**src/rtl/eepw_pkg.sv**
```systemverilog
package eepw_pkg;
  typedef enum logic [2:0] {
    ST_IDLE,
    ST_WAIT,
    ST_WSETUP,
    ST_WPULSE,
    ST_WHOLD,
    ST_PREL,
    ST_PREAD,
    ST_PEND
  } eepw_state_e;
endpackage

```
**src/rtl/eepw_phase_timer.sv**
```systemverilog
module eepw_phase_timer #(
  parameter int CYC = 2
) (
  input  logic clk,
  input  logic rst_n,
  input  logic restart,
  output logic expired
);
  localparam int W = (CYC < 2) ? 1 : $clog2(CYC + 1);
  logic [W-1:0] cnt_q;

  always_ff @(posedge clk) begin
    if (!rst_n) cnt_q <= '0;
    else if (restart) cnt_q <= W'(CYC - 1);
    else if (cnt_q != '0) cnt_q <= cnt_q - 1'b1;
  end

  assign expired = (cnt_q == '0);
endmodule

```
**src/rtl/eepw_gap_guard.sv**
```systemverilog
module eepw_gap_guard #(
  parameter int LIMIT = 1000
) (
  input  logic clk,
  input  logic rst_n,
  input  logic we_fall,
  output logic stale
);
  localparam int W = $clog2(LIMIT + 1);
  logic [W-1:0] cnt_q;

  always_ff @(posedge clk) begin
    if (!rst_n) cnt_q <= '0;
    else if (we_fall) cnt_q <= '0;
    else if (cnt_q != W'(LIMIT)) cnt_q <= cnt_q + 1'b1;
  end

  assign stale = (cnt_q == W'(LIMIT));
endmodule

```
**src/rtl/eepw_poll_judge.sv**
```systemverilog
module eepw_poll_judge (
  input  logic toggle_mode,
  input  logic rd_b7,
  input  logic rd_b6,
  input  logic saved_b7,
  input  logic prev_b6,
  input  logic have_prev,
  output logic complete
);
  always_comb begin
    if (toggle_mode) complete = have_prev && (rd_b6 == prev_b6);
    else             complete = (rd_b7 == saved_b7);
  end
endmodule

```
**src/rtl/eeprom_page_writer.sv**
```systemverilog
module eeprom_page_writer
  import eepw_pkg::*;
#(
  parameter int ADDR_W         = 17,
  parameter int DATA_W         = 8,
  parameter int PAGE_BITS      = 8,
  parameter int PHASE_CYC      = 4,
  parameter int GAP_LIMIT      = 10000,
  parameter int POLL_READS_MAX = 140000
) (
  input  logic                 clk,
  input  logic                 rst_n,
  input  logic                 req_valid,
  output logic                 req_ready,
  input  logic [ADDR_W-1:0]    req_addr,
  input  logic [PAGE_BITS:0]   req_len,
  input  logic                 req_toggle_mode,
  input  logic                 s_valid,
  output logic                 s_ready,
  input  logic [DATA_W-1:0]    s_data,
  output logic                 mem_ce_n,
  output logic                 mem_oe_n,
  output logic                 mem_we_n,
  output logic [ADDR_W-1:0]    mem_addr,
  output logic [DATA_W-1:0]    mem_dq_out,
  output logic                 mem_dq_oe,
  input  logic [DATA_W-1:0]    mem_dq_in,
  output logic                 done,
  output logic                 timeout_err,
  output logic                 short_load
);
  localparam int LEN_W = PAGE_BITS + 1;
  localparam int RD_W  = $clog2(POLL_READS_MAX + 1);

  eepw_state_e state_q, state_d;
  logic [ADDR_W-1:0] base_q, addr_q;
  logic [LEN_W-1:0]  len_q, cnt_q;
  logic [DATA_W-1:0] data_q;
  logic [RD_W-1:0]   reads_q;
  logic mode_q, short_q, done_q, err_q;
  logic rd_b7_q, rd_b6_q, prev_b6_q, have_prev_q;
  logic phase_exp, stale, complete, we_fall, last_read;
  logic unused_rd_bits;

  assign unused_rd_bits = ^mem_dq_in[DATA_W-3:0];

  eepw_phase_timer #(.CYC(PHASE_CYC)) u_phase (
    .clk(clk), .rst_n(rst_n), .restart(state_d != state_q), .expired(phase_exp));

  assign we_fall = (state_d == ST_WPULSE) && (state_q != ST_WPULSE);

  eepw_gap_guard #(.LIMIT(GAP_LIMIT)) u_gap (
    .clk(clk), .rst_n(rst_n), .we_fall(we_fall), .stale(stale));

  eepw_poll_judge u_judge (
    .toggle_mode(mode_q), .rd_b7(rd_b7_q), .rd_b6(rd_b6_q),
    .saved_b7(data_q[DATA_W-1]), .prev_b6(prev_b6_q),
    .have_prev(have_prev_q), .complete(complete));

  assign last_read = (reads_q == RD_W'(POLL_READS_MAX));

  always_comb begin
    state_d = state_q;
    case (state_q)
      ST_IDLE:   if (req_valid) state_d = ST_WAIT;
      ST_WAIT: begin
        if (s_valid) state_d = ST_WSETUP;
        else if (stale && cnt_q != '0) state_d = ST_PREL;
      end
      ST_WSETUP: if (phase_exp) state_d = ST_WPULSE;
      ST_WPULSE: if (phase_exp) state_d = ST_WHOLD;
      ST_WHOLD:  if (phase_exp) state_d = (cnt_q + 1'b1 == len_q) ? ST_PREL : ST_WAIT;
      ST_PREL:   state_d = ST_PREAD;
      ST_PREAD:  if (phase_exp) state_d = ST_PEND;
      ST_PEND:   if (phase_exp) state_d = (complete || last_read) ? ST_IDLE : ST_PREL;
      default:   state_d = ST_IDLE;
    endcase
  end

  always_ff @(posedge clk) begin
    if (!rst_n) begin
      state_q     <= ST_IDLE;
      base_q      <= '0;
      addr_q      <= '0;
      len_q       <= '0;
      cnt_q       <= '0;
      data_q      <= '0;
      reads_q     <= '0;
      mode_q      <= 1'b0;
      short_q     <= 1'b0;
      done_q      <= 1'b0;
      err_q       <= 1'b0;
      rd_b7_q     <= 1'b0;
      rd_b6_q     <= 1'b0;
      prev_b6_q   <= 1'b0;
      have_prev_q <= 1'b0;
    end else begin
      state_q <= state_d;
      done_q  <= 1'b0;
      err_q   <= 1'b0;
      case (state_q)
        ST_IDLE: if (req_valid) begin
          base_q      <= req_addr;
          len_q       <= req_len;
          mode_q      <= req_toggle_mode;
          cnt_q       <= '0;
          short_q     <= 1'b0;
          have_prev_q <= 1'b0;
          reads_q     <= '0;
        end
        ST_WAIT: begin
          if (s_valid) begin
            data_q <= s_data;
            addr_q <= {base_q[ADDR_W-1:PAGE_BITS],
                       base_q[PAGE_BITS-1:0] + cnt_q[PAGE_BITS-1:0]};
          end else if (stale && cnt_q != '0) begin
            short_q <= 1'b1;
          end
        end
        ST_WHOLD: if (phase_exp) cnt_q <= cnt_q + 1'b1;
        ST_PREAD: if (phase_exp) begin
          rd_b7_q <= mem_dq_in[DATA_W-1];
          rd_b6_q <= mem_dq_in[DATA_W-2];
          reads_q <= reads_q + 1'b1;
        end
        ST_PEND: if (phase_exp) begin
          prev_b6_q   <= rd_b6_q;
          have_prev_q <= 1'b1;
          if (complete) done_q <= 1'b1;
          else if (last_read) err_q <= 1'b1;
        end
        default: ;
      endcase
    end
  end

  assign req_ready   = (state_q == ST_IDLE);
  assign s_ready     = (state_q == ST_WAIT);
  assign mem_we_n    = !(state_q == ST_WPULSE);
  assign mem_oe_n    = !(state_q == ST_PREAD);
  assign mem_ce_n    = !(state_q inside {ST_WSETUP, ST_WPULSE, ST_WHOLD, ST_PREL, ST_PREAD});
  assign mem_dq_oe   = (state_q inside {ST_WSETUP, ST_WPULSE, ST_WHOLD});
  assign mem_addr    = addr_q;
  assign mem_dq_out  = data_q;
  assign done        = done_q;
  assign timeout_err = err_q;
  assign short_load  = short_q;
endmodule

```
**config.mk**
```make
export PLATFORM = sky130hd
export DESIGN_NAME = eeprom_page_writer
export DESIGN_NICKNAME = d
export VERILOG_FILES = /design/src/rtl/eepw_pkg.sv /design/src/rtl/eepw_phase_timer.sv /design/src/rtl/eepw_gap_guard.sv /design/src/rtl/eepw_poll_judge.sv /design/src/rtl/eeprom_page_writer.sv
export SDC_FILE = /design/constraint.sdc
export NUM_CORES = 1
export LEC_CHECK = 0
export BUFFER_PORTS_ARGS = -buffer_cell sky130_fd_sc_hd__buf_4
export CELL_PAD_IN_SITES_DETAIL_PLACEMENT = 1
export CELL_PAD_IN_SITES_GLOBAL_PLACEMENT = 2
export CORE_ASPECT_RATIO = 2
export CORE_MARGIN = 5
export CORE_UTILIZATION = 36
export DETAILED_ROUTE_END_ITERATION = 12
export PLACE_DENSITY_LB_ADDON = 0.1
export SETUP_SLACK_MARGIN = 0.15
export SKIP_LAST_GASP = 1
export SYNTH_ARGS = -nofsm -noshare
export SYNTH_HDL_FRONTEND = slang
export SYNTH_HIERARCHICAL = 1
export SYNTH_SLANG_ARGS = --single-unit
```
**constraint.sdc**
```tcl
create_clock -name clk -period 4.2 [get_ports clk]
set_input_delay 0.84 -clock clk [delete_from_list [all_inputs] [get_ports clk]]
set_output_delay 0.84 -clock clk [all_outputs]
set_load 0.01 [all_outputs]
```
Word level (Yosys, flattened, before mapping)
Index checks and enable logic that the tools add are counted.
{ "word_totals": {"mem_count": 0, "input_bits": 47, "wordCells": 106, "mem_bits_ro": 0, "regBits": 106, "latchBits": 0, "ramBits": 0, "output_inout_bits": 34} }
{ "op_classes": {"reduce_logical": 30, "muxes": 28, "n_eq_ne": 22, "n_shift": 0, "addsub": 5, "n_div": 0, "magnitude_cmp": 0, "n_mul": 0, "bitwise": 3} }
{ "ops": {"columns": ["operator", "n"], "rows": [
  ["18-bit two-way mux", 2],
  ["18-bit case mux with 2 select lines", 1],
  ["3-bit two-way mux", 10],
  ["3-bit case mux with 8 select lines", 1],
  ["18-bit by 1-bit adder with 18-bit output (second input constant)", 1],
  ["18-bit == test (second input constant)", 1],
  ["9-bit two-way mux", 2],
  ["9-bit case mux with 2 select lines", 1],
  ["14-bit by 1-bit adder with 14-bit output (second input constant)", 1],
  ["14-bit == test (second input constant)", 1],
  ["14-bit inequality test (second input constant)", 1],
  ["3-bit == test (second input constant)", 4],
  ["3-bit AND reduction", 4],
  ["2-bit inequality test (second input constant)", 5],
  ["2-bit nonzero test", 5],
  ["9-bit by 1-bit adder with 9-bit output (second input constant)", 1],
  ["3-bit by 2-bit == test with 1-bit output (second input constant)", 3],
  ["9-bit == test", 1],
  ["9-bit nonzero test", 1],
  ["8-bit adder", 1],
  ["2-bit AND reduction", 4],
  ["1-bit two-way mux", 7],
  ["3-bit zero test", 2],
  ["3-bit nonzero test", 2],
  ["other kinds (16)", 26]
]} }

Logic depth before layout (Yosys ltp)
{ "logic_depth": {"ltp_word": 10, "ltp_mapped": 11, "depth_no_buf": 11} }

By module
Netlist, hierarchy kept.
{ "modules_own_cells": {"columns": ["mod", "n_inst", "area_each_um2", "cells_per_inst"], "rows": [
  ["eeprom_page_writer", 1, 4385.5, 530],
  ["eepw_gap_guard", 1, 710.7, 81],
  ["eepw_phase_timer", 1, 178.9, 18],
  ["eepw_poll_judge", 1, 27.5, 4]
]} }

Worst setup path after synthesis
No wires, ideal clock.
{ "synth_path": {"kind": "register to register", "startpoint": "register, netlist name cnt_q[1]", "endpoint": "register u_phase.cnt_q[1]", "setup_time_ns": 0.122, "path_stages_with_launch": 10, "setup_slack_ns": 1.912, "path_buffers": 0, "arrival_time_ns": 2.167, "required_time_ns": 4.078, "cell_sequence": "dfxtp_1 -> inv_1 -> ha_1 -> or4b_2 -> o2111ai_1 -> nand2_1 -> nand2_1 -> nand2_1 -> or4b_1 -> o311a_1"} }
{ "synth_rtl": {"columns": ["item", "line", "source"], "rows": [
  ["end signal, assigned", "eepw_phase_timer.sv:14", "else if (restart) cnt_q <= W'(CYC - 1);"],
  ["end signal, assigned", "eepw_phase_timer.sv:15", "else if (cnt_q != '0) cnt_q <= cnt_q - 1'b1;"],
  ["end, declared", "eepw_phase_timer.sv:10", "logic [W-1:0] cnt_q;"]
]} }

Worst setup path in the final report
{ "layout_path": {"startpoint": "register state_q[0]", "endpoint": "register reads_q[16]"} }
{ "layout_between": {"elab_chain_cells": 3} }
{ "layout_rtl": {"columns": ["item", "line", "source"], "rows": [
  ["start, declared", "eeprom_page_writer.sv:35", "eepw_state_e state_q, state_d;"],
  ["start signal, assigned", "eeprom_page_writer.sv:98", "state_q <= state_d;"],
  ["3-bit == test or 3-bit zero test (tied branches)", "eeprom_page_writer.sv:101", "case (state_q)"],
  ["2-bit inequality test (no source line) or 2-bit nonzero test (tied branches)", null, null],
  ["3-bit AND reduction (no source line)", null, null],
  ["end signal, assigned", "eeprom_page_writer.sv:124", "reads_q <= reads_q + 1'b1;"],
  ["end, declared", "eeprom_page_writer.sv:39", "logic [RD_W-1:0] reads_q;"]
]} }
Parallel ways exist; a longest one is shown, timed or not.
A chain may end at the register's enable or synchronous reset.

==> flow_metrics.py <==
metrics = {
    "clocking": {
        "clkSinkCount": 106,
        "clk_latency_ns": 0.35,
        "postCtsSetupBuffers": 0,
        "cts_tree": "yes",
        "hold_buffers": 0,
        "path_clk_slew_ns": 0.08,
        "cts_resized": 0,
        "htreeDepth": 3,
        "cts_buffers": 9,
        "clockBufferDepth": 2,
        "clock_tree.root_cell": "clkbuf_16",
    },
    "worst_hold_path": {
        "hold_path_end": "mem_addr[15]$_SDFFE_PN0P_",
        "hold_depth": 2,
        "min-delay-path-class": "reg2reg",
        "hp-start": "base_q[15]$_SDFFE_PN0P_",
    },
    "power_and_ir_drop": {
        "p_leak_nw": 2.36,
        "power_density_nw_per_um2": 479,
        "ir_worst_vdd_uv": 197,
        "total_power_mw": 3.02,
    },
    "detailed_routing": {
        "wirelength_um": 14400,
        "wl_per_cell_um": 16.3,
        "ant_nets": 0,
        "drtPass1Iterations": 4,
        "vias_per_cell": 5.20,
        "drt_iter0_markers": 107,
        "drc": 0,
        "vias": 4597,
    },
    "floorplanning": {
        "start_util_pct": 36.7,
        "fp.dieH_um": 182,
        "dieArea_um2": 17400,
        "die_w_um": 95.8,
        "rows": 62,
        "num_io_pins": 81,
        "core_area_um2": 14400,
    },
    "worst_setup_path": {
        "path_buf_inv": 2,
        "worstPathRequired_ns": 4.47,
        "critPathMostFrequentCell": "nand2_1",
        "worstReg2RegEnd": "reads_q[16]$_SDFFE_PN0P_",
        "end_kind": "flop",
        "slowest_stage": "dfxtp_1",
        "arrival_ns": 3.18,
        "reg2reg_from": "state_q[0]$_SDFF_PN0_",
        "reg2reg_depth": 7,
        "worstPathCellList": "or3_1 > inv_1 > nand2_1 > buf_4 > nand2_1 > or2_2 > o21ai_0",
        "regToRegSetupSlack_ns": 1.29,
        "slowest_delay_ns": 1.03,
        "cp-start-kind": "flop",
        "worstPathMaxFanout": 32,
        "path_class": "reg2reg",
        "path_delay_family": "simple AND/OR/NAND/NOR gates",
    },
    "global_route": {
        "grt_pass1_wl_um": 24500,
        "grt_util_all_layers_pct": 17.5,
        "grt_start_max_net_pins": 50,
        "grt_antenna_before_repair": 0,
        "grt_pass1_vias": 4965,
        "grt_overflow_total": 0,
    },
    "place": {
        "placed_cells": 868,
        "place_area_um2": 6000,
        "place_hpwl_um": 10800,
        "gp_congestion": 0.847,
        "port_buffers": 74,
    },
    "run": {
        "maxCapViolations": 0,
    },
    "sta": {
        "fin_tns_setup_ns": 0,
        "worst_pin_slew_ns": 1.07,
        "rsz0062_at_grt": "false",
        "setup_viol_count_final": 0,
        "period_share_pct": 69.2,
        "timing.fmax_mhz": 344,
        "slew_viol_final": 0,
        "max_slew_margin_pct": 28.4,
        "hold_violations": 0,
        "layout_min_cycle_time_ns": 2.91,
        "fin_worst_skew_ns": 0.0129,
    },
    "final_layout": {
        "num-fill-cells": 1799,
        "area_growth_syn_to_layout_pct": 18.9,
        "regArea_um2": 2120,
        "instances_no_fill": 884,
        "final_util_pct": 43.7,
        "postLayoutCellArea_um2": 6310,
        "antenna_cells": 0,
        "layout-drive-gt1-share_pct": 16.2,
        "multi_input_area_um2": 2970,
        "layout.nets": 750,
    },
    "logic_synthesis": {
        "synth_top_flop_cell": "dfxtp_1",
        "ys_seq_area_share_pct": 40.0,
        "syn_area_per_cell_um2": 8.38,
        "async_reset_ff_share_pct": 0,
        "yosysUniqueCellTypes": 65,
        "syn_inst": 633,
        "yosys_warnings": 6,
        "synth_edf_count": 0,
        "synth_area_leaders": "dfxtp_1 40%, nand2_1 9.2%, a21boi_0 7.1%",
        "synth_area_leader_cell": "dfxtp_1",
        "synth_area_um2": 5300,
        "syn_nets": 696,
        "synth_top_area_share_pct": 40.0,
        "yosys_register_bits": 106,
    },
    "run_status": {
        "status": "complete, no violations",
    },
}
==> layout make-up <==
type / instances / share of cell area [%]
clock inverters: 7 / 1.31
clock buffers: 9 / 3.57
inverters: 19 / 1.13
multi-input cells: 472 / 47.1
repair buffers: 79 / 9.40
flip-flops and latches: 106 / 33.7
well taps: 192 / 3.81
==> flip-flops by register name (all words and copies together), names as in the netlist, 3 cells and up <==
| signal | cells |
|---|---|
| base_q | 17 |
| cnt_q | 9 |
| len_q | 9 |
| mem_addr | 17 |
| mem_dq_out | 8 |
| reads_q | 18 |
| state_q | 3 |
| u_gap/cnt_q | 14 |
| u_phase/cnt_q | 3 |
==> cells in the mapped netlist (8+ instances only) <==
cell,n
xor2_1,16
clkbuf_1,31
nand2_1,130
o21ai_0,22
and2_1,8
nand4_1,11
nand3_1,23
inv_1,19
nor3_1,8
ha_1,15
a21oi_1,16
xnor2_1,20
nor2_1,36
a21boi_0,50
dfxtp_1,106
nor2b_1,12
==> tightest hold or removal path: stages (launching register included) <==
cell	delay [ns]
dfxtp_1	0.31
nand2_1	0.05
a21boi_0	0.06
==> worst max path at each step <==
stage,start,to,slack (ns),cells after the start
floorplan,cnt_q[1]$_SDFFE_PN0P_,u_phase/cnt_q[1]$_SDFFE_PN0P_,1.91,9
global placement,state_q[0]$_SDFF_PN0_,reads_q[16]$_SDFFE_PN0P_,1.33,7
detailed placement,state_q[0]$_SDFF_PN0_,reads_q[16]$_SDFFE_PN0P_,1.26,7
CTS,state_q[0]$_SDFF_PN0_,reads_q[16]$_SDFFE_PN0P_,1.23,7
global route,state_q[0]$_SDFF_PN0_,reads_q[16]$_SDFFE_PN0P_,1.04,7
finish,state_q[0]$_SDFF_PN0_,reads_q[16]$_SDFFE_PN0P_,1.29,7
==> cell families (layout without fill, tap and decap cells) <==
group | count (synthesis) | after routing | synth area share, %
compound gates | 129 | 129 | 17.6
xor+xnor | 36 | 36 | 5.95
fa+ha+maj | 16 | 16 | 3.92
buf+inv | 55 | 114 | 4.11
flops | 106 | 106 | 40.0
mux | 7 | 7 | 1.32
simple gates | 284 | 284 | 27.1
==> routing by layer <==
layer / share of wire (%) / vias to the layer above / track usage, %
met5: 0 / - / 0
met4: 2.0 / 0 / 5.42
met3: 3.3 / 21 / 3.31
met2: 54 / 73 / 31.9
met1: 41 / 2212 / 19.9
li1: - / 2291 / -
==> layout by cell type, fill, tap and decap left out, types with 16 or more instances in the layout <==
master	count
nand2_1	130
dfxtp_1	106
buf_4	79
a21boi_0	50
nor2_1	36
nand3_1	23
o21ai_0	22
xnor2_1	20
inv_1	19
a21oi_1	16
xor2_1	16
==> power breakdown <==
part           internal [mW]  switching [mW]  total (mW)
logic                  0.353           0.505       0.858
clock network          0.473           0.417       0.890
registers               1.12           0.152        1.27
==> per-stage QoR <==
| step | hold WS [ns] | worst slack (ns) |
|---|---|---|
| after CTS | 0.474 | 1.23 |
| after detailed placement | 0.463 | 1.26 |
| final | 0.465 | 1.29 |
| after global placement | 0.448 | 1.33 |
| after floorplan | 0.438 | 1.91 |
| after global routing | 0.500 | 1.04 |
(Power assumes the default switching activity.)
